`config.mk`:
```
export PLATFORM = sky130hd
export DESIGN_NAME = shift_flag_unit
export DESIGN_NICKNAME = d
export VERILOG_FILES = /design/src/rtl/shift_flag_pkg.sv /design/src/rtl/shl_stage.sv /design/src/rtl/shr_stage.sv /design/src/rtl/shift_flag_unit.sv
export SDC_FILE = /design/constraint.sdc
export NUM_CORES = 1
export LEC_CHECK = 0
export ABC_CLOCK_PERIOD_IN_PS = 1300
export BUFFER_PORTS_ARGS = -buffer_cell sky130_fd_sc_hd__buf_2
export CAP_MARGIN = 20
export CORE_AREA = 2 2 39 41
export DETAILED_ROUTE_END_ITERATION = 8
export DIE_AREA = 0 0 41 43
export GPL_TIMING_DRIVEN = 0
export MAX_ROUTING_LAYER = met4
export PLACE_DENSITY = 0.7
export SYNTH_ARGS = -nofsm -noshare
export SYNTH_HDL_FRONTEND = slang
export SYNTH_SLANG_ARGS = --single-unit
```
`constraint.sdc`:
```
create_clock -name vclk -period 1.3
set_input_delay 0.13 -clock vclk [all_inputs]
set_output_delay 0.13 -clock vclk [all_outputs]
set_load 0.02 [all_outputs]
```
`src/rtl/shift_flag_pkg.sv`:
```
package shift_flag_pkg;
  localparam int unsigned WORD_W = 16;
  localparam int unsigned FAR_AMT = 4;

  typedef enum logic [1:0] {
    FILL_ARITH = 2'b00,
    FILL_UNS   = 2'b01,
    FILL_CYC   = 2'b10,
    FILL_CYC_B = 2'b11
  } fill_e;
endpackage

```
`src/rtl/shl_stage.sv`:
```
module shl_stage #(
  parameter int unsigned W   = 16,
  parameter int unsigned AMT = 1
) (
  input  logic [W-1:0] d_i,
  input  logic         cyc_i,
  output logic [W-1:0] q_o,
  output logic         k_o,
  output logic         v_o
);
  localparam int unsigned TOP = W - AMT;

  logic [AMT-1:0] lost;
  logic [AMT:0]   top_win;

  assign lost    = d_i[W-1:TOP];
  assign top_win = d_i[W-1:TOP-1];

  always_comb begin
    q_o = {d_i[TOP-1:0], (cyc_i ? lost : {AMT{1'b0}})};
    k_o = |lost;
    // signed scaling overflows unless the window is all equal to the new sign
    v_o = !((&top_win) || !(|top_win));
  end
endmodule

```
`src/rtl/shr_stage.sv`:
```
module shr_stage
  import shift_flag_pkg::*;
#(
  parameter int unsigned W   = 16,
  parameter int unsigned AMT = 1
) (
  input  logic [W-1:0] d_i,
  input  fill_e        mode_i,
  output logic [W-1:0] q_o,
  output logic         k_o,
  output logic         v_o
);
  logic [AMT-1:0] fill;

  always_comb begin
    unique case (mode_i)
      FILL_ARITH:         fill = {AMT{d_i[W-1]}};
      FILL_UNS:           fill = '0;
      FILL_CYC, FILL_CYC_B: fill = d_i[AMT-1:0];
      default:            fill = '0;
    endcase
    q_o = {fill, d_i[W-1:AMT]};
  end

  assign k_o = d_i[AMT-1];

  generate
    if (AMT > 1) begin : g_multi
      assign v_o = |d_i[AMT-2:0];
    end else begin : g_single
      assign v_o = 1'b0;
    end
  endgenerate
endmodule

```
`src/rtl/shift_flag_unit.sv`:
```
module shift_flag_unit
  import shift_flag_pkg::*;
#(
  parameter int unsigned W       = WORD_W,
  parameter int unsigned FAR_SHR = FAR_AMT
) (
  input  logic [W-1:0] opnd_i,
  input  logic         dir_i,
  input  logic         far_i,
  input  logic [1:0]   mode_i,
  output logic [W-1:0] res_o,
  output logic         k_o,
  output logic         v_o
);
  localparam int unsigned N_RIGHT = 2;

  fill_e mode;
  assign mode = fill_e'(mode_i);

  logic [W-1:0] l_q;
  logic         l_k, l_v;
  logic [W-1:0] r_q [N_RIGHT];
  logic [N_RIGHT-1:0] r_k, r_v;

  shl_stage #(.W(W), .AMT(1)) u_shl (
    .d_i  (opnd_i),
    .cyc_i(mode_i[1]),
    .q_o  (l_q),
    .k_o  (l_k),
    .v_o  (l_v)
  );

  for (genvar g = 0; g < N_RIGHT; g++) begin : g_shr
    localparam int unsigned AMT = (g == 0) ? 1 : FAR_SHR;
    shr_stage #(.W(W), .AMT(AMT)) u_shr (
      .d_i   (opnd_i),
      .mode_i(mode),
      .q_o   (r_q[g]),
      .k_o   (r_k[g]),
      .v_o   (r_v[g])
    );
  end

  always_comb begin
    if (!dir_i) begin
      res_o = l_q;
      k_o   = l_k;
      v_o   = l_v;
    end else begin
      res_o = r_q[far_i];
      k_o   = r_k[far_i];
      v_o   = r_v[far_i];
    end
  end
endmodule

```
==> metrics.txt <==
num rows=14; first-pass GRT wire length=approximately 2000 µm; Max-slew headroom=0.877; commonest non-fill, non-tap cell in the layout=buf_2; IO Port Bufs=37; clock buffers=0; aggregate negative setup slack=0 ps; Finished Layout Cells=roughly 120; worst-path maximum fanout=10; final hold vios=0; unrepaired setup endpoints after global routing=false; CP Launch Type=primary input; pin slew with the least headroom to its limit=179 ps; ratio of cells with drive above 1 in the final layout=0.419; Die Span X=41 µm; Antenna Violating Nets Remaining=0; num sequential=0; hold crit path type=primary input to output port; synthesis-to-layout area growth=48.0%; # hold bufs at CTS=0; num ports=38; core area=around 0.0014 mm²; Reg area=0 µm²; most frequent cells in the layout=buf_2 (38), a21oi_1 (18), nor2_1 (13), mux2i_1 (13), nand2_1 (5); final setup vio count=0; crit path time final=between 1000 and 1500 ps; max-cap violation count=0; via count=612; initial DRC count=12; Post-DP Area=633 µm²; Net Count, Synth=88; initial antenna violation count=0; GRT Total Usage=0.150; Slew Limit Fails=0; slowest stage delay, CP=around 190 ps; height of the die=roughly 43 µm; DR DRC count=0; Design Area, Final=between 600 and 700 µm²; vias in the first global route=around 500; area of the multi-input gates=approximately 370 µm²; Mapped Cells=68; outcome=finished, final reports clean; global route overflow=0; First-pass DRT Iterations=4; Leakage=roughly 0.34 nW; largest net degree at the start of global routing=11; Cell Area, Synth=between 400 and 500 µm²; total design power=around 0.29 mW; Post-Route WL=roughly 1400 µm; placed wire-length estimate=between 1000 and 1500 µm; Req. time, crit path=approximately 1200 ps; Final period util=0.814; Final Core Density=0.458; Crit Path Class=primary input to output port; starting density of the core=0.309; Synth cell types=19; CP Cell Sequence=buf_2, buf_4, buf_4, o22ai_1, buf_2; Post-CTS Setup Inserts=0; Die ar.=roughly 0.0018 mm²; slowest CP cell=buf_2; Nets=between 100 and 150; WL per Instance=around 12 µm; sequential area share after synthesis=0; FMAX=0.946 GHz; via/cell ratio=5.06; fill count=between 150 and 200; CP arrival=between 900 and 1000 ps; Avg Inst Size Synth=roughly 6.3 µm²; # diodes=0; gpl congestion=~0.86; Cells after DPL=between 100 and 150; post_cts resized=0; Pwr Density=between 400 and 500 mW/mm²; Max VDD drop=around 0.14 mV; synth warn=0; crit path capture type=output port
## power breakdown
group | leakage [nW] | internal, mW | total, mW | switching [mW]
combinational | 0.344 | 0.118 | 0.294 | 0.175
clock | 0 | 0 | 0 | 0
sequential | 0 | 0 | 0 | 0
total | 0.344 | 0.118 | 0.294 | 0.175
## worst paths after layout
path | from | endpoint | slack (ps) | cells past startpoint
worst min-delay path | opnd_i[10] | res_o[11] | 640 | 4
worst max-delay path | dir_i | v_o | 240 | 5
## Yosys cell counts
library cell | count | area (µm²)
and4bb_2 | 1 | 12.5
buf_2 | 1 | 5.00
o21ai_1 | 2 | 10.0
inv_2 | 1 | 3.75
nand2_1 | 5 | 18.8
a21oi_1 | 18 | 90.1
o22ai_1 | 1 | 6.26
xnor2_1 | 1 | 8.76
buf_12 | 1 | 20.0
mux2i_1 | 13 | 130
nor2_1 | 13 | 48.8
nor3_1 | 1 | 5.00
buf_6 | 1 | 11.3
nand3_1 | 2 | 10.0
o21a_1 | 2 | 15.0
inv_1 | 1 | 3.75
o21ai_0 | 1 | 5.00
o221ai_1 | 1 | 8.76
buf_4 | 2 | 15.0
## cell type report
cell class         instances  share of cell area
repair buffers            37               0.292
well taps                 16              0.0316
multi-input cells         61               0.583
inverters                  2              0.0119
plain buffers              5              0.0810
## stage by stage
step           setup slack (ps)  hold slack, ps
2_1_floorplan               298             429
3_3_place_gp                252             642
3_5_place_dp                257             642
4_1_cts                     253             640
5_1_grt                     182             657
6_report                    242             640
## logic make-up after synthesis
family | after synthesis | synth area share
muxes | 13 | 0.304
xor gates and xnor gates | 1 | 0.0205
buffers and inverters | 7 | 0.137
and+or+nand+nor | 22 | 0.222
AOI/OAI and AO/OA | 25 | 0.316
## critical path: cells and delay by family
kind / cells / cell delay, ps
AO/OA/AOI/OAI: 1 / 130
buffers and inverters: 4 / 660
## routing by layer
| layer | global-route usage | vias up | part of all wire |
|---|---|---|---|
| met1 | 0.193 | 272 | 0.45 |
| li1 | - | 319 | - |
| met2 | 0.269 | 21 | 0.50 |
| met3 | 0 | 0 | 0.055 |
| met5 | - | - | 0 |
| met4 | 0 | 0 | 0 |
Power figures use the tool's default switching activity.
